$ cat config.mk
export PLATFORM = sky130hd
export DESIGN_NAME = rnd_approx_mult
export DESIGN_NICKNAME = d
export VERILOG_FILES = /design/src/rtl/rnd_approx_pkg.sv /design/src/rtl/rnd_approx_round.sv /design/src/rtl/rnd_approx_shl.sv /design/src/rtl/rnd_approx_ks_add.sv /design/src/rtl/rnd_approx_mult.sv
export SDC_FILE = /design/constraint.sdc
export NUM_CORES = 1
export LEC_CHECK = 0
export ABC_AREA = 1
export BUFFER_PORTS_ARGS = -buffer_cell sky130_fd_sc_hd__buf_2
export CAP_MARGIN = 20
export CORE_UTILIZATION = 30
export CTS_CLUSTER_SIZE = 12
export DETAILED_ROUTE_END_ITERATION = 12
export GPL_ROUTABILITY_DRIVEN = 0
export HOLD_SLACK_MARGIN = 0.05
export PLACE_DENSITY = 0.53
export SLEW_MARGIN = 0
export SYNTH_ARGS = -nofsm -noshare
export SYNTH_HDL_FRONTEND = slang
export SYNTH_SLANG_ARGS = --single-unit
$ cat constraint.sdc
create_clock -name clk -period 1.4 [get_ports clk]
set_input_delay 0.28 -clock clk [delete_from_list [all_inputs] [get_ports clk]]
set_output_delay 0.28 -clock clk [all_outputs]
set_load 0.05 [all_outputs]
$ cat src/rtl/rnd_approx_pkg.sv
package rnd_approx_pkg;
   typedef enum int {
      MODE_UNSIGNED      = 0,
      MODE_SIGNED_EXACT  = 1,
      MODE_SIGNED_APPROX = 2
   } mode_e;
endpackage

$ cat src/rtl/rnd_approx_round.sv
// Rounds a magnitude to a power of two; reports its exponent and whether it is nonzero.
module rnd_approx_round #(
   parameter int W  = 8,
   parameter int EW = $clog2(W + 1)
) (
   input  logic [W-1:0]  mag,
   output logic [EW-1:0] expo,
   output logic          nz
);
   logic [EW-1:0] lead;
   logic          below;

   always_comb begin
      lead  = '0;
      below = 1'b0;
      for (int i = 0; i < W; i++) begin
         if (mag[i]) begin
            lead  = EW'(i);
            below = (i >= 2) ? mag[(i >= 1) ? i - 1 : 0] : 1'b0;
         end
      end
      nz   = |mag;
      expo = lead + EW'(below);
   end
endmodule

$ cat src/rtl/rnd_approx_shl.sv
// Logarithmic left barrel shifter.
module rnd_approx_shl #(
   parameter int DW  = 8,
   parameter int OW  = 17,
   parameter int SHW = 4
) (
   input  logic [DW-1:0]  din,
   input  logic [SHW-1:0] amt,
   output logic [OW-1:0]  dout
);
   logic [OW-1:0] stage [0:SHW];

   assign stage[0] = {{(OW-DW){1'b0}}, din};

   for (genvar s = 0; s < SHW; s++) begin : g_stage
      assign stage[s+1] = amt[s] ? (stage[s] << (1 << s)) : stage[s];
   end

   assign dout = stage[SHW];
endmodule

$ cat src/rtl/rnd_approx_ks_add.sv
// Kogge-Stone parallel-prefix adder with carry-in.
module rnd_approx_ks_add #(
   parameter int N = 17
) (
   input  logic [N-1:0] a,
   input  logic [N-1:0] b,
   input  logic         cin,
   output logic [N-1:0] sum
);
   localparam int L = $clog2(N);

   logic [N-1:0] gl [0:L];
   logic [N-1:0] pl [0:L];
   logic [N:0]   carry;

   assign gl[0] = a & b;
   assign pl[0] = a ^ b;

   for (genvar l = 0; l < L; l++) begin : g_lvl
      localparam int S = 1 << l;
      for (genvar i = 0; i < N; i++) begin : g_bit
         if (i >= S) begin : g_comb
            assign gl[l+1][i] = gl[l][i] | (pl[l][i] & gl[l][i-S]);
            assign pl[l+1][i] = pl[l][i] & pl[l][i-S];
         end else begin : g_pass
            assign gl[l+1][i] = gl[l][i];
            assign pl[l+1][i] = pl[l][i];
         end
      end
   end

   assign carry[0] = cin;
   for (genvar i = 0; i < N; i++) begin : g_carry
      assign carry[i+1] = gl[L][i] | (pl[L][i] & cin);
   end

   assign sum = pl[0] ^ carry[N-1:0];
endmodule

$ cat src/rtl/rnd_approx_mult.sv
module rnd_approx_mult #(
   parameter int                    WIDTH   = 8,
   parameter rnd_approx_pkg::mode_e MODE    = rnd_approx_pkg::MODE_SIGNED_EXACT,
   parameter int                    OUT_REG = 1
) (
   input  logic                 clk,
   input  logic                 rst_n,
   input  logic                 in_valid,
   input  logic [WIDTH-1:0]     op_a,
   input  logic [WIDTH-1:0]     op_b,
   output logic                 out_valid,
   output logic [2*WIDTH-1:0]   product
);
   import rnd_approx_pkg::*;

   localparam int OW = 2 * WIDTH;
   localparam int PW = 2 * WIDTH + 1;
   localparam int EW = $clog2(WIDTH + 1);

   if (WIDTH < 4) begin : g_bad_width
      $error("rnd_approx_mult: WIDTH must be at least 4");
   end
   if (OUT_REG != 0 && OUT_REG != 1) begin : g_bad_reg
      $error("rnd_approx_mult: OUT_REG must be 0 or 1");
   end

   // ---- sign detection and magnitudes
   logic [WIDTH-1:0] mag_a, mag_b;
   logic             res_neg;

   if (MODE == MODE_UNSIGNED) begin : g_uns_in
      assign mag_a   = op_a;
      assign mag_b   = op_b;
      assign res_neg = 1'b0;
   end else begin : g_sgn_in
      assign mag_a   = op_a[WIDTH-1] ? (~op_a + 1'b1) : op_a;
      assign mag_b   = op_b[WIDTH-1] ? (~op_b + 1'b1) : op_b;
      assign res_neg = (op_a[WIDTH-1] ^ op_b[WIDTH-1]) & (|op_a) & (|op_b);
   end

   // ---- rounding to powers of two
   logic [EW-1:0] exp_a, exp_b;
   logic          nz_a, nz_b;

   rnd_approx_round #(.W(WIDTH), .EW(EW)) u_round_a (
      .mag (mag_a), .expo(exp_a), .nz(nz_a));
   rnd_approx_round #(.W(WIDTH), .EW(EW)) u_round_b (
      .mag (mag_b), .expo(exp_b), .nz(nz_b));

   // ---- three shift terms
   logic [WIDTH-1:0] src_ab, src_ba;
   logic [1:0]       src_rr;
   logic [EW:0]      exp_sum;
   logic [PW-1:0]    t_ab, t_ba, t_rr;

   assign src_ab  = nz_a ? mag_b : '0;
   assign src_ba  = nz_b ? mag_a : '0;
   assign src_rr  = {1'b0, nz_a & nz_b};
   assign exp_sum = {1'b0, exp_a} + {1'b0, exp_b};

   rnd_approx_shl #(.DW(WIDTH), .OW(PW), .SHW(EW)) u_shl_ab (
      .din(src_ab), .amt(exp_a), .dout(t_ab));
   rnd_approx_shl #(.DW(WIDTH), .OW(PW), .SHW(EW)) u_shl_ba (
      .din(src_ba), .amt(exp_b), .dout(t_ba));
   rnd_approx_shl #(.DW(2), .OW(PW), .SHW(EW+1)) u_shl_rr (
      .din(src_rr), .amt(exp_sum), .dout(t_rr));

   // ---- add cross terms, subtract rounded product
   logic [PW-1:0] cross_sum, diff;

   rnd_approx_ks_add #(.N(PW)) u_add (
      .a(t_ab), .b(t_ba), .cin(1'b0), .sum(cross_sum));
   rnd_approx_ks_add #(.N(PW)) u_sub (
      .a(cross_sum), .b(~t_rr), .cin(1'b1), .sum(diff));

   logic [OW-1:0] mag_res, res;
   assign mag_res = diff[OW-1:0];

   // ---- sign set
   if (MODE == MODE_UNSIGNED) begin : g_uns_out
      assign res = mag_res;
   end else if (MODE == MODE_SIGNED_EXACT) begin : g_exact_out
      assign res = res_neg ? (~mag_res + 1'b1) : mag_res;
   end else begin : g_approx_out
      assign res = res_neg ? ~mag_res : mag_res;
   end

   // ---- optional output register
   if (OUT_REG == 1) begin : g_reg
      always_ff @(posedge clk or negedge rst_n) begin
         if (!rst_n) begin
            out_valid <= 1'b0;
            product   <= '0;
         end else begin
            out_valid <= in_valid;
            if (in_valid) product <= res;
         end
      end
   end else begin : g_comb
      assign out_valid = in_valid;
      assign product   = res;
   end
endmodule

==> report_table.html, run 1 <==
<table>
<tr><th>Metric</th><th>Value</th></tr>
<tr><th colspan="2">Run status</th></tr>
<tr><td>Outcome</td><td>finished, violations left</td></tr>
<tr><td>Violated checks</td><td>negative setup slack</td></tr>
<tr><th colspan="2">Placement</th></tr>
<tr><td>Number of buffers inserted by port buffering</td><td>35</td></tr>
<tr><td>Placement-stage cell area</td><td>6560 um2</td></tr>
<tr><td>Worst-case setup slack after placement</td><td>-4.60 ns</td></tr>
<tr><td>Detailed-placement wirelength estimate</td><td>11500 um</td></tr>
<tr><th colspan="2">CTS</th></tr>
<tr><td>Number of H-tree branching levels</td><td>1</td></tr>
<tr><td>Latest clock arrival within the worst-skew pair</td><td>0.25 ns</td></tr>
<tr><td>Sink Count</td><td>17</td></tr>
<tr><td>CTS tree</td><td>done</td></tr>
<tr><td>Clk slew on worst S/H paths</td><td>0.05 ns</td></tr>
<tr><td>Maximum buffer depth of the clock tree</td><td>2</td></tr>
<tr><td>Master cell of the clock root buffer</td><td>clkbuf_16</td></tr>
<tr><td>Cts bufs inserted</td><td>3</td></tr>
<tr><th colspan="2">STA</th></tr>
<tr><td>Number of max-slew violations in the final report</td><td>0</td></tr>
<tr><td>Final-layout worst hold slack</td><td>0.198 ns</td></tr>
<tr><td>Minimum period implied by the final worst setup slack</td><td>5.46 ns</td></tr>
<tr><td>Max Fclk</td><td>183 MHz</td></tr>
<tr><td>Final setup violation count</td><td>16</td></tr>
<tr><td>Slew of the pin with the lowest slew margin</td><td>0.404 ns</td></tr>
<tr><td>Final Skew</td><td>0 ns</td></tr>
<tr><td>Setup repair after global routing missed its margin</td><td>true</td></tr>
<tr><td>Fraction of the cycle the final worst path needs</td><td>390%</td></tr>
<tr><td>Worst slew margin</td><td>73.1%</td></tr>
<tr><td>Number of hold violations in the final report</td><td>0</td></tr>
<tr><td>Final worst setup slack</td><td>-4.06 ns</td></tr>
<tr><th colspan="2">Synthesis</th></tr>
<tr><td>Proportion of synthesized chip area in sequential cells</td><td>9.77%</td></tr>
<tr><td>Syn nets</td><td>813</td></tr>
<tr><td>Mean post-synth cell area</td><td>5.79 um2</td></tr>
<tr><td>Syn Std Cell Area</td><td>4360 um2</td></tr>
<tr><td>Number of unique standard cell types used by synthesis</td><td>52</td></tr>
<tr><td>Proportion of netlist area held by the largest area contributor</td><td>18.4%</td></tr>
<tr><td>Number of register bits inferred by synthesis</td><td>17</td></tr>
<tr><td>Synth Instances</td><td>752</td></tr>
<tr><td>Area contributors post-synth</td><td>nand2_1, ha_1, dfrtp_1, nand3_1, inv_1</td></tr>
<tr><td>Cell accounting for the most synthesized area</td><td>nand2_1</td></tr>
<tr><td>Number of warning messages in the yosys log</td><td>0</td></tr>
<tr><th colspan="2">Floorplanning</th></tr>
<tr><td>Area of the die</td><td>15000 um2</td></tr>
<tr><td>Top-level I/O count</td><td>36</td></tr>
<tr><td>Die height</td><td>122 um</td></tr>
<tr><td>Rows</td><td>43</td></tr>
<tr><td>Placeable Area</td><td>14000 um2</td></tr>
<tr><td>Horizontal extent of the die</td><td>122 um</td></tr>
<tr><td>Initial cell density of the core</td><td>31.0%</td></tr>
<tr><th colspan="2">Drt</th></tr>
<tr><td>Initial detailed-routing violation count</td><td>183</td></tr>
<tr><td>Number of iterations in the first detailed-routing pass</td><td>5</td></tr>
<tr><td>DR DRC count</td><td>0</td></tr>
<tr><td>Vias</td><td>5668</td></tr>
<tr><td>Wire length after detailed routing</td><td>14900 um</td></tr>
<tr><td>Remaining antenna violation count after routing</td><td>0</td></tr>
<tr><td>Wire per inst</td><td>12.3 um</td></tr>
<tr><td>Via density per instance</td><td>4.67</td></tr>
<tr><th colspan="2">Worst hold path</th></tr>
<tr><td>Tightest Hold Check Type</td><td>input pin to flop</td></tr>
<tr><th colspan="2">Global routing</th></tr>
<tr><td>Vias in the first global route</td><td>5468</td></tr>
<tr><td>Pin count of the biggest net entering global routing</td><td>29</td></tr>
<tr><td>Wire length of the first global-routing pass</td><td>24500 um</td></tr>
<tr><td>Total global-route track usage</td><td>19.9%</td></tr>
<tr><td>Overflow left after global routing</td><td>0</td></tr>
<tr><td>Antenna violations before repair</td><td>0</td></tr>
<tr><th colspan="2">Worst setup path</th></tr>
<tr><td>Kind of capture point of the worst setup path</td><td>flop</td></tr>
<tr><td>Critical path's most frequent cell</td><td>nand2_1</td></tr>
<tr><td>Crit Path Max Fanout</td><td>7</td></tr>
<tr><td>Arrival time of the worst setup path</td><td>5.60 ns</td></tr>
<tr><td>Type of the worst setup path</td><td>input pin to flop</td></tr>
<tr><td>Highest-delay cell along the critical path</td><td>ha_4</td></tr>
<tr><td>Startpoint kind of the worst setup timing path</td><td>input pin</td></tr>
<tr><td>Bufs and invs on worst path</td><td>8</td></tr>
<tr><td>Required arrival time at the worst endpoint</td><td>1.54 ns</td></tr>
<tr><td>Slowest Stage Delay on Critical Path</td><td>0.37 ns</td></tr>
<tr><td>Kind of cell adding the most delay to the critical path</td><td>simple AND/OR/NAND/NOR gates</td></tr>
<tr><th colspan="2">Power and ir drop</th></tr>
<tr><td>Part of the power in combinational logic</td><td>94.0%</td></tr>
<tr><td>Clock share of power</td><td>2.4%</td></tr>
<tr><td>Leak pwr</td><td>0.00403 uW</td></tr>
<tr><td>Power per cell area</td><td>2980 nW/um2</td></tr>
<tr><td>Net Sw Power</td><td>11300 uW</td></tr>
<tr><td>Switching part of the total</td><td>47.9%</td></tr>
<tr><td>Internal power</td><td>12300 uW</td></tr>
<tr><td>Peak ir drop on the vdd network</td><td>1610 uV</td></tr>
<tr><td>Flop pwr share</td><td>3.6%</td></tr>
<tr><th colspan="2">Final layout</th></tr>
<tr><td>Number of fillers in the final layout</td><td>1314</td></tr>
<tr><td>Most common cell after layout, fill and taps aside</td><td>buf_4</td></tr>
<tr><td>Area taken by multi-input logic gates</td><td>4480 um2</td></tr>
<tr><td>Number of antenna cells inserted</td><td>0</td></tr>
<tr><td>Fraction of layout cells with a size suffix above 1</td><td>51.2%</td></tr>
<tr><td>Net count of the finished layout</td><td>1096</td></tr>
<tr><td>Most used cells in the layout excluding fill and tap cells</td><td>buf_4, nand2_1, inv_1</td></tr>
<tr><td>Share of the core filled with cells in the final layout</td><td>56.5%</td></tr>
<tr><td>Cell area after layout</td><td>7930 um2</td></tr>
<tr><td>Area growth, synth to finish</td><td>82.0%</td></tr>
<tr><td>Sequential cell area</td><td>425 um2</td></tr>
<tr><th colspan="2">Job</th></tr>
<tr><td>Number of maximum-capacitance violations</td><td>0</td></tr>
</table>
[registers in the layout, indices dropped and copies added, names as in the netlist]
signal     flops
product       16
out_valid      1
[through the flow]
| step | power (uW) | instances | TNS (ns) |
|---|---|---|---|
| final | 23600 | 1214 | -55.01 |
| after global routing | 25800 | 1214 | -59.84 |
| after CTS | 21800 | 1207 | -53.05 |
| after detailed placement | 17900 | 1161 | -61.98 |
| after global placement | 17900 | 1161 | -60.99 |
| after floorplan | 10800 | 752 | -49.67 |
[cell usage after synthesis (all sizes together)]
cell	n
a221oi	3
a21o	2
fa	1
o211ai	2
and2	1
nand4	8
nand3b	5
a22oi	1
a31oi	8
o21a	1
nor3	6
o22ai	7
buf	6
a32o	1
nor4	4
and3	1
nand2	225
o31ai	4
a21boi	1
o21bai	4
ha	41
or2	4
a21oi	30
nand3	87
a211oi	1
o21ai	46
a2bb2oi	1
xor2	24
dfrtp	17
nor2	87
clkbuf	10
xnor2	9
inv	104
[path summary, 6_finish.rpt]
kind	start	to	slack (ns)	cells after the start
max	op_a[1]	product[15]$_DFFE_PN0P_	-4.06	44
min	in_valid	out_valid$_DFF_PN0_	0.20	1
max reg2reg	product[5]$_DFFE_PN0P_	product[5]$_DFFE_PN0P_	0.76	2
min reg2reg	product[15]$_DFFE_PN0P_	product[15]$_DFFE_PN0P_	0.47	2
max in group asynchronous	rst_n	product[11]$_DFFE_PN0P_	0.67	2
min in group asynchronous	rst_n	product[8]$_DFFE_PN0P_	0.47	2
[logic make-up after synthesis]
group                      after synthesis  synth area share (%)
AOI/OAI and AO/OA                      112                  14.9
buffers and inverters                  120                  10.9
adders and majority gates               42                  12.2
and+or+nand+nor                        428                  44.8
DFF                                     17                  9.77
xor gates and xnor gates                33                  7.50
[power by group through the flow]
| stage | registers, uW | logic, uW | clock network [uW] |
|---|---|---|---|
| 4_1_cts | 849 | 20400 | 577 |
| 5_1_grt | 887 | 24300 | 602 |
| 3_5_place_dp | 851 | 17100 | 0 |
| 6_report | 848 | 22200 | 564 |
| 3_3_place_gp | 844 | 17100 | 0 |
| 2_1_floorplan | 1620 | 9190 | 0 |
[final cells by class]
cell class,instances,share of cell area (%)
repair inverters,1,0.110
clock inverters,1,0.0631
inverters,104,5.74
repair buffers,293,28.5
flip-flops and latches,17,5.37
multi-input cells,615,56.5
clock buffers,3,0.947
well taps,180,2.84
[metal layers]
metal  vias to the layer above  global-route usage (%)  part of all wire (%)
met2                        76                    35.8                    49
li1                       3033                       -                     -
met3                        13                   0.511                   2.0
met5                         -                       0                     0
met1                      2546                    26.7                    48
met4                         0                    2.97                  0.77
[worst reg2reg max path, delay by kind of cell (launching register included)]
family,cells,cell delay (ns)
AOI/OAI and AO/OA,1,0.07
and+or+nand+nor,1,0.07
DFF,1,0.39
[what timing repair did]
action	CTS	global route
pin swaps	89	39
resized for setup	189	73
gates cloned	0	1
setup endpoints to repair	16	16
hold buffers	1	0
hold endpoints to repair	17	0
buffers inserted	41	12
No activity file was read; power rests on OpenSTA's default activity.
==> run 2, diff against run 1 <==
--- a/config.mk
+++ b/config.mk
@@ -8,12 +8,14 @@
 export ABC_AREA = 1
 export BUFFER_PORTS_ARGS = -buffer_cell sky130_fd_sc_hd__buf_2
 export CAP_MARGIN = 20
+export CELL_PAD_IN_SITES_DETAIL_PLACEMENT = 1
+export CELL_PAD_IN_SITES_GLOBAL_PLACEMENT = 2
 export CORE_UTILIZATION = 30
 export CTS_CLUSTER_SIZE = 12
 export DETAILED_ROUTE_END_ITERATION = 12
 export GPL_ROUTABILITY_DRIVEN = 0
 export HOLD_SLACK_MARGIN = 0.05
-export PLACE_DENSITY = 0.53
+export PLACE_DENSITY = 0.84
 export SLEW_MARGIN = 0
 export SYNTH_ARGS = -nofsm -noshare
 export SYNTH_HDL_FRONTEND = slang
==> constraint.sdc (replaced) <==
create_clock -name clk -period 6.8 [get_ports clk]
set_input_delay 1.36 -clock clk [delete_from_list [all_inputs] [get_ports clk]]
set_output_delay 1.36 -clock clk [all_outputs]
set_load 0.05 [all_outputs]
==> run 2 against run 1 <==
  * The run still ends with negative setup slack left
  * Hold slack better by 0.29 ns
  * Clock skew stayed put
  * Non-clock buffer count is 33 lower
  * Final area is 7.5% lower
  * Sequential cell count stayed put
  * Die area stayed put
  * Critical path type unchanged
  * Critical endpoint unchanged
==> report_table.html, run 2 (synthesized netlist as in run 1, its figures left out) <==
<table>
<tr><th>Metric</th><th>Value</th></tr>
<tr><th colspan="2">Drt</th></tr>
<tr><td>Vias</td><td>6563 (was 5668)</td></tr>
<tr><td>Via density per instance</td><td>5.56 (was 4.67)</td></tr>
<tr><td>Wire per inst</td><td>21.0 um (was 12.3 um)</td></tr>
<tr><td>Wire length after detailed routing</td><td>24800 um (was 14900 um)</td></tr>
<tr><td>Number of iterations in the first detailed-routing pass</td><td>6 (was 5)</td></tr>
<tr><td>Remaining antenna violation count after routing</td><td>0 (unchanged)</td></tr>
<tr><td>DR DRC count</td><td>0 (unchanged)</td></tr>
<tr><td>Initial detailed-routing violation count</td><td>437 (was 183)</td></tr>
<tr><th colspan="2">Worst hold path</th></tr>
<tr><td>Tightest Hold Check Type</td><td>flop to flop (was input pin to flop)</td></tr>
<tr><th colspan="2">STA</th></tr>
<tr><td>Fraction of the cycle the final worst path needs</td><td>108%</td></tr>
<tr><td>Max Fclk</td><td>137 MHz</td></tr>
<tr><td>Number of max-slew violations in the final report</td><td>0 (unchanged)</td></tr>
<tr><td>Number of hold violations in the final report</td><td>0 (unchanged)</td></tr>
<tr><td>Minimum period implied by the final worst setup slack</td><td>7.32 ns</td></tr>
<tr><td>Worst slew margin</td><td>47.5% (was 73.1%)</td></tr>
<tr><td>Slew of the pin with the lowest slew margin</td><td>0.787 ns (was 0.404 ns)</td></tr>
<tr><td>Final-layout worst hold slack</td><td>0.485 ns (was 0.198 ns)</td></tr>
<tr><td>Final setup violation count</td><td>8 (was 16)</td></tr>
<tr><td>Final worst setup slack</td><td>-0.524 ns (was -4.06 ns)</td></tr>
<tr><td>Setup TNS after final layout</td><td>-2.75 ns (was -55.01 ns)</td></tr>
<tr><td>Setup repair after global routing missed its margin</td><td>true (unchanged)</td></tr>
<tr><td>Final Skew</td><td>0 ns (unchanged)</td></tr>
<tr><th colspan="2">CTS</th></tr>
<tr><td>Number of H-tree branching levels</td><td>1 (unchanged)</td></tr>
<tr><td>Maximum buffer depth of the clock tree</td><td>2 (unchanged)</td></tr>
<tr><td>Master cell of the clock root buffer</td><td>clkbuf_16 (unchanged)</td></tr>
<tr><td>Cts bufs inserted</td><td>3 (unchanged)</td></tr>
<tr><td>Sink Count</td><td>17 (unchanged)</td></tr>
<tr><td>CTS tree</td><td>done (unchanged)</td></tr>
<tr><td>Clk slew on worst S/H paths</td><td>0.06 ns (was 0.05 ns)</td></tr>
<tr><td>Latest clock arrival within the worst-skew pair</td><td>0.26 ns (was 0.25 ns)</td></tr>
<tr><th colspan="2">Final layout</th></tr>
<tr><td>Area growth, synth to finish</td><td>68.3% (was 82.0%)</td></tr>
<tr><td>Number of antenna cells inserted</td><td>0 (unchanged)</td></tr>
<tr><td>Net count of the finished layout</td><td>1062 (was 1096)</td></tr>
<tr><td>Most common cell after layout, fill and taps aside</td><td>buf_4 (unchanged)</td></tr>
<tr><td>Count of non-filler cells in the finished layout</td><td>1180 (was 1214)</td></tr>
<tr><td>Most used cells in the layout excluding fill and tap cells</td><td>buf_4, nand2_1, inv_1 (unchanged)</td></tr>
<tr><td>Fraction of layout cells with a size suffix above 1</td><td>46.5% (was 51.2%)</td></tr>
<tr><td>Flip-flop count of the largest register, all copies and words added</td><td>16 (unchanged)</td></tr>
<tr><td>Top flop regs</td><td>product (16), out_valid (1) (unchanged)</td></tr>
<tr><td>Top register by number of flip-flops</td><td>product (unchanged)</td></tr>
<tr><td>Share of the core filled with cells in the final layout</td><td>52.2% (was 56.5%)</td></tr>
<tr><th colspan="2">Floorplanning</th></tr>
<tr><td>Top-level I/O count</td><td>36 (unchanged)</td></tr>
<tr><td>Placeable Area</td><td>14000 um2 (unchanged)</td></tr>
<tr><td>Initial cell density of the core</td><td>31.0% (unchanged)</td></tr>
<tr><td>Horizontal extent of the die</td><td>122 um (unchanged)</td></tr>
<tr><td>Area of the die</td><td>15000 um2 (unchanged)</td></tr>
<tr><td>Die height</td><td>122 um (unchanged)</td></tr>
<tr><td>Rows</td><td>43 (unchanged)</td></tr>
<tr><th colspan="2">Global routing</th></tr>
<tr><td>Antenna violations before repair</td><td>0 (unchanged)</td></tr>
<tr><td>Wire length of the first global-routing pass</td><td>29700 um (was 24500 um)</td></tr>
<tr><td>Pin count of the biggest net entering global routing</td><td>30 (was 29)</td></tr>
<tr><td>Vias in the first global route</td><td>6282 (was 5468)</td></tr>
<tr><td>Total global-route track usage</td><td>24.6% (was 19.9%)</td></tr>
<tr><td>Overflow left after global routing</td><td>0 (unchanged)</td></tr>
<tr><th colspan="2">Worst setup path</th></tr>
<tr><td>Crit Path Max Fanout</td><td>7 (unchanged)</td></tr>
<tr><td>Required arrival time at the worst endpoint</td><td>6.95 ns (was 1.54 ns)</td></tr>
<tr><td>Kind of cell adding the most delay to the critical path</td><td>simple AND/OR/NAND/NOR gates (unchanged)</td></tr>
<tr><td>Kind of capture point of the worst setup path</td><td>flop (unchanged)</td></tr>
<tr><td>Critical path's most frequent cell</td><td>nand2_1 (unchanged)</td></tr>
<tr><td>Bufs and invs on worst path</td><td>8 (unchanged)</td></tr>
<tr><td>Type of the worst setup path</td><td>input pin to flop (unchanged)</td></tr>
<tr><td>Arrival time of the worst setup path</td><td>7.48 ns (was 5.60 ns)</td></tr>
<tr><td>Highest-delay cell along the critical path</td><td>ha_1 (was ha_4)</td></tr>
<tr><td>Slowest Stage Delay on Critical Path</td><td>0.34 ns (was 0.37 ns)</td></tr>
<tr><td>Startpoint kind of the worst setup timing path</td><td>input pin (unchanged)</td></tr>
<tr><th colspan="2">Placement</th></tr>
<tr><td>Detailed-placement wirelength estimate</td><td>14500 um (was 11500 um)</td></tr>
<tr><td>Number of buffers inserted by port buffering</td><td>35 (unchanged)</td></tr>
<tr><td>Placed Instances</td><td>1132 (was 1161)</td></tr>
<tr><th colspan="2">Job</th></tr>
<tr><td>Number of maximum-capacitance violations</td><td>0 (unchanged)</td></tr>
<tr><th colspan="2">Run status</th></tr>
<tr><td>Outcome</td><td>finished, violations left (unchanged)</td></tr>
<tr><td>Violated checks</td><td>negative setup slack (unchanged)</td></tr>
</table>
## run 2: changes by cell type in the layout (fill, tap and decap cells not counted), moves of 7 or more
cell | previous run | this run
buf_4 | 233 | 213
buf_6 | 25 | 13
ha_1 | 17 | 26
ha_4 | 22 | 13
nand2_1 | 178 | 186
nor2_1 | 46 | 58
nor2_4 | 20 | 13
o21ai_0 | 9 | 22
o21ai_1 | 20 | 6
## run 2: metrics by stage
step | cell area, um2 | worst slack [ns]
after detailed placement | 6050 | -0.651
after CTS | 6510 | 0.00111
after global routing | 7330 | -0.770
final | 7330 | -0.524
after global placement | 6050 | -0.348
after floorplan | 4380 | 0.00791
## run 2: final timing paths
path / from / end / slack, ns / cells after the start
worst min register to register: product[4]$_DFFE_PN0P_ / product[4]$_DFFE_PN0P_ / 0.49 / 2
worst max-delay path: op_a[1] / product[15]$_DFFE_PN0P_ / -0.52 / 44
min in group asynchronous: rst_n / product[2]$_DFFE_PN0P_ / 1.03 / 1
max in group asynchronous: rst_n / product[10]$_DFFE_PN0P_ / 5.46 / 1
worst min-delay path: product[4]$_DFFE_PN0P_ / product[4]$_DFFE_PN0P_ / 0.49 / 2
worst max register to register: product[8]$_DFFE_PN0P_ / product[8]$_DFFE_PN0P_ / 6.00 / 2
## run 2: routing by layer
layer  up-vias  wire length, um  global-route usage [%]
met4         0             1180                    4.88
met3        99             1340                    2.42
li1       2963                -                       -
met1      3229             9650                    30.3
met2       272            12600                    45.9
met5         -                0                       0
## run 2: worst reg2reg max path, delay by kind of cell (launching register included)
| family | cells | cell delay, ns |
|---|---|---|
| compound gates | 1 | 0.14 |
| flops | 1 | 0.39 |
| simple gates | 1 | 0.08 |
## run 2: timing repair
action,CTS,global route
pin swaps,35,93
endpoints found under the setup margin,6,8
hold buffers,0,0
resized for setup,73,162
buffers inserted,20,26
## run 2: final cells by class
| class | instances | area, um2 |
|---|---|---|
| multi-input combinational | 615 | 4250 |
| clock buffer | 3 | 75.1 |
| fill | 1835 | 6710 |
| sequential | 17 | 425 |
| tap | 180 | 225 |
| inverter | 104 | 410 |
| timing repair buffer | 260 | 1940 |
| clock inverter | 1 | 5.00 |
Power of run 2 is not shown: default switching activity piles up to over one toggle a cycle in this logic, so the estimate is an artifact.
==> run 3, diff against run 2 <==
--- a/config.mk
+++ b/config.mk
@@ -10,12 +10,12 @@
 export CAP_MARGIN = 20
 export CELL_PAD_IN_SITES_DETAIL_PLACEMENT = 1
 export CELL_PAD_IN_SITES_GLOBAL_PLACEMENT = 2
-export CORE_UTILIZATION = 30
+export CORE_UTILIZATION = 35
 export CTS_CLUSTER_SIZE = 12
 export DETAILED_ROUTE_END_ITERATION = 12
 export GPL_ROUTABILITY_DRIVEN = 0
 export HOLD_SLACK_MARGIN = 0.05
-export PLACE_DENSITY = 0.84
+export PLACE_DENSITY = 0.95
 export SLEW_MARGIN = 0
 export SYNTH_ARGS = -nofsm -noshare
 export SYNTH_HDL_FRONTEND = slang
==> constraint.sdc (replaced) <==
create_clock -name clk -period 6.8 [get_ports clk]
set_input_delay 0.34 -clock clk [delete_from_list [all_inputs] [get_ports clk]]
set_output_delay 0.34 -clock clk [all_outputs]
set_load 0.05 [all_outputs]
==> run 3 against run 2 <==
  * The run now ends clean
  * Non-clock buffer count is 209 lower
  * Critical path type unchanged
  * Sequential cell count unchanged
  * Clock skew is the same
  * Worst setup slack better by 1.0 ns
  * Register-to-register slack gained 0.07 ns
  * Global-route usage is 2.7 points lower
  * Hold slack lost 0.22 ns
  * First-iteration DRC count is 68% lower
==> report_table.html, run 3 (synthesized netlist as in run 1, its figures left out) <==
<table>
<tr><th>Metric</th><th>Value</th></tr>
<tr><th colspan="2">Worst setup path</th></tr>
<tr><td>Slowest Stage Delay on Critical Path</td><td>0.36 ns (was 0.34 ns)</td></tr>
<tr><td>Type of the worst setup path</td><td>input pin to flop (unchanged)</td></tr>
<tr><td>Crit Path Max Fanout</td><td>9 (was 7)</td></tr>
<tr><td>Highest-delay cell along the critical path</td><td>nor4_2 (was ha_1)</td></tr>
<tr><td>Critical path's most frequent cell</td><td>nand2_1 (unchanged)</td></tr>
<tr><td>Required arrival time at the worst endpoint</td><td>6.94 ns (was 6.95 ns)</td></tr>
<tr><td>Kind of capture point of the worst setup path</td><td>flop (unchanged)</td></tr>
<tr><td>Startpoint kind of the worst setup timing path</td><td>input pin (unchanged)</td></tr>
<tr><td>Arrival time of the worst setup path</td><td>6.44 ns (was 7.48 ns)</td></tr>
<tr><th colspan="2">Final layout</th></tr>
<tr><td>Flip-flop count of the largest register, all copies and words added</td><td>16 (unchanged)</td></tr>
<tr><td>Most used cells in the layout excluding fill and tap cells</td><td>nand2_1, inv_1, nand3_1 (was buf_4, nand2_1, inv_1)</td></tr>
<tr><td>Number of antenna cells inserted</td><td>0 (unchanged)</td></tr>
<tr><td>Net count of the finished layout</td><td>854 (was 1062)</td></tr>
<tr><td>Top register by number of flip-flops</td><td>product (unchanged)</td></tr>
<tr><td>Area growth, synth to finish</td><td>13.9% (was 68.3%)</td></tr>
<tr><td>Cell area after layout</td><td>4960 um2 (was 7330 um2)</td></tr>
<tr><td>Top flop regs</td><td>product (16), out_valid (1) (unchanged)</td></tr>
<tr><td>Most common cell after layout, fill and taps aside</td><td>nand2_1 (was buf_4)</td></tr>
<tr><td>Count of non-filler cells in the finished layout</td><td>960 (was 1180)</td></tr>
<tr><td>Fraction of layout cells with a size suffix above 1</td><td>13.9% (was 46.5%)</td></tr>
<tr><th colspan="2">Placement</th></tr>
<tr><td>Number of buffers inserted by port buffering</td><td>35 (unchanged)</td></tr>
<tr><td>Detailed-placement wirelength estimate</td><td>11900 um (was 14500 um)</td></tr>
<tr><td>Placement-stage cell area</td><td>4700 um2 (was 6050 um2)</td></tr>
<tr><td>Placed Instances</td><td>944 (was 1132)</td></tr>
<tr><th colspan="2">Global routing</th></tr>
<tr><td>Antenna violations before repair</td><td>0 (unchanged)</td></tr>
<tr><td>Overflow left after global routing</td><td>0 (unchanged)</td></tr>
<tr><td>Pin count of the biggest net entering global routing</td><td>30 (unchanged)</td></tr>
<tr><td>Total global-route track usage</td><td>22.0% (was 24.6%)</td></tr>
<tr><td>Vias in the first global route</td><td>5215 (was 6282)</td></tr>
<tr><td>Wire length of the first global-routing pass</td><td>23500 um (was 29700 um)</td></tr>
<tr><th colspan="2">Drt</th></tr>
<tr><td>DR DRC count</td><td>0 (unchanged)</td></tr>
<tr><td>Met2 wirelength from detailed routing</td><td>7940 um (was 12600 um)</td></tr>
<tr><td>Via density per instance</td><td>5.24 (was 5.56)</td></tr>
<tr><td>Wire length after detailed routing</td><td>14300 um (was 24800 um)</td></tr>
<tr><td>Detailed-routing wirelength on met1</td><td>5850 um (was 9650 um)</td></tr>
<tr><td>Met3 wirelength from detailed routing</td><td>227 um (was 1340 um)</td></tr>
<tr><td>Remaining antenna violation count after routing</td><td>0 (unchanged)</td></tr>
<tr><td>Initial detailed-routing violation count</td><td>140 (was 437)</td></tr>
<tr><td>Wire per inst</td><td>14.9 um (was 21.0 um)</td></tr>
<tr><td>Vias</td><td>5034 (was 6563)</td></tr>
<tr><td>Number of iterations in the first detailed-routing pass</td><td>4 (was 6)</td></tr>
<tr><td>Top metal layer carrying routed signals</td><td>met4 (unchanged)</td></tr>
<tr><th colspan="2">CTS</th></tr>
<tr><td>Cts bufs inserted</td><td>3 (unchanged)</td></tr>
<tr><td>Master cell of the clock root buffer</td><td>clkbuf_16 (unchanged)</td></tr>
<tr><td>Maximum buffer depth of the clock tree</td><td>2 (unchanged)</td></tr>
<tr><td>Sink Count</td><td>17 (unchanged)</td></tr>
<tr><td>Number of H-tree branching levels</td><td>1 (unchanged)</td></tr>
<tr><td>Latest clock arrival within the worst-skew pair</td><td>0.25 ns (was 0.26 ns)</td></tr>
<tr><td>Clk slew on worst S/H paths</td><td>0.05 ns (was 0.06 ns)</td></tr>
<tr><td>CTS tree</td><td>done (unchanged)</td></tr>
<tr><th colspan="2">Power and ir drop</th></tr>
<tr><td>Total power</td><td>2800 uW</td></tr>
<tr><td>Power per cell area</td><td>564 nW/um2</td></tr>
<tr><td>Leak pwr</td><td>0.00268 uW</td></tr>
<tr><td>Peak ir drop on the vdd network</td><td>191 uV</td></tr>
<tr><th colspan="2">Floorplanning</th></tr>
<tr><td>Initial cell density of the core</td><td>36.1% (was 31.0%)</td></tr>
<tr><td>Rows</td><td>40 (was 43)</td></tr>
<tr><td>Area of the die</td><td>12900 um2 (was 15000 um2)</td></tr>
<tr><td>Placeable Area</td><td>12100 um2 (was 14000 um2)</td></tr>
<tr><td>Top-level I/O count</td><td>36 (unchanged)</td></tr>
<tr><td>Die height</td><td>114 um (was 122 um)</td></tr>
<tr><td>Horizontal extent of the die</td><td>114 um (was 122 um)</td></tr>
<tr><th colspan="2">STA</th></tr>
<tr><td>Number of max-slew violations in the final report</td><td>0 (unchanged)</td></tr>
<tr><td>Minimum period implied by the final worst setup slack</td><td>6.30 ns (was 7.32 ns)</td></tr>
<tr><td>Max Fclk</td><td>159 MHz (was 137 MHz)</td></tr>
<tr><td>Fraction of the cycle the final worst path needs</td><td>92.7% (was 108%)</td></tr>
<tr><td>Setup repair after global routing missed its margin</td><td>false (was true)</td></tr>
<tr><td>Final-layout worst hold slack</td><td>0.267 ns (was 0.485 ns)</td></tr>
<tr><td>Slew of the pin with the lowest slew margin</td><td>0.715 ns (was 0.787 ns)</td></tr>
<tr><td>Number of hold violations in the final report</td><td>0 (unchanged)</td></tr>
<tr><td>Worst slew margin</td><td>52.3% (was 47.5%)</td></tr>
<tr><td>Final Skew</td><td>0 ns (unchanged)</td></tr>
<tr><td>Final setup violation count</td><td>0 (was 8)</td></tr>
<tr><th colspan="2">Worst hold path</th></tr>
<tr><td>Tightest Hold Check Type</td><td>input pin to flop (was flop to flop)</td></tr>
<tr><th colspan="2">Job</th></tr>
<tr><td>Number of maximum-capacitance violations</td><td>0 (unchanged)</td></tr>
<tr><th colspan="2">Run status</th></tr>
<tr><td>Outcome</td><td>complete, no violations (was finished, violations left)</td></tr>
</table>
==> run 3: report_power, final <==
| group | switching [uW] | internal (uW) |
|---|---|---|
| logic | 1670 | 839 |
| registers | 22.4 | 154 |
| clock network | 40.4 | 78.8 |
==> run 3: what timing repair did <==
action	4_1_cts	5_1_grt
gates resized for setup	0	28
hold endpoints to repair	17	0
setup endpoints to repair	0	4
setup buffers	0	10
hold buffers	1	0
==> run 3: critical path, delay by kind of cell <==
family / cells / cell delay, ns
simple gates: 19 / 2.22
fa+ha+maj: 6 / 1.48
compound gates: 9 / 1.44
buf+inv: 7 / 0.77
xor+xnor: 1 / 0.17
==> run 3: metal layers <==
metal	up-vias	GRT usage, %
li1	2535	-
met1	2402	23.7
met2	74	46.3
met3	23	1.33
met4	0	3.68
met5	-	0
==> run 3: path summary, 6_finish.rpt <==
check | start | endpoint | slack [ns] | cells past startpoint
max reg2reg | product[13]$_DFFE_PN0P_ | product[13]$_DFFE_PN0P_ | 6.07 | 2
min | in_valid | out_valid$_DFF_PN0_ | 0.27 | 1
min reg2reg | product[10]$_DFFE_PN0P_ | product[10]$_DFFE_PN0P_ | 0.48 | 2
min in group asynchronous | rst_n | product[0]$_DFFE_PN0P_ | 0.55 | 2
max in group asynchronous | rst_n | product[10]$_DFFE_PN0P_ | 5.98 | 2
max | op_a[0] | product[15]$_DFFE_PN0P_ | 0.50 | 42
==> run 3: area by class of cell <==
cell class / instances / area, um2
clock buffer: 3 / 75.1
tap: 168 / 210
inverter: 104 / 397
clock inverter: 1 / 5.00
timing repair inverter: 1 / 7.51
multi-input combinational: 615 / 3540
timing repair buffer: 51 / 302
fill: 1710 / 7100
sequential: 17 / 425
==> run 3: through the flow <==
stage          util, %  worst slack [ns]  setup TNS, ns
5_1_grt           41.1            0.0194              0
3_3_place_gp      39.0             0.153              0
6_report          41.1             0.495              0
3_5_place_dp      39.0            -0.195         -0.195
2_1_floorplan        -             0.772              0
4_1_cts           39.7            0.0266              0
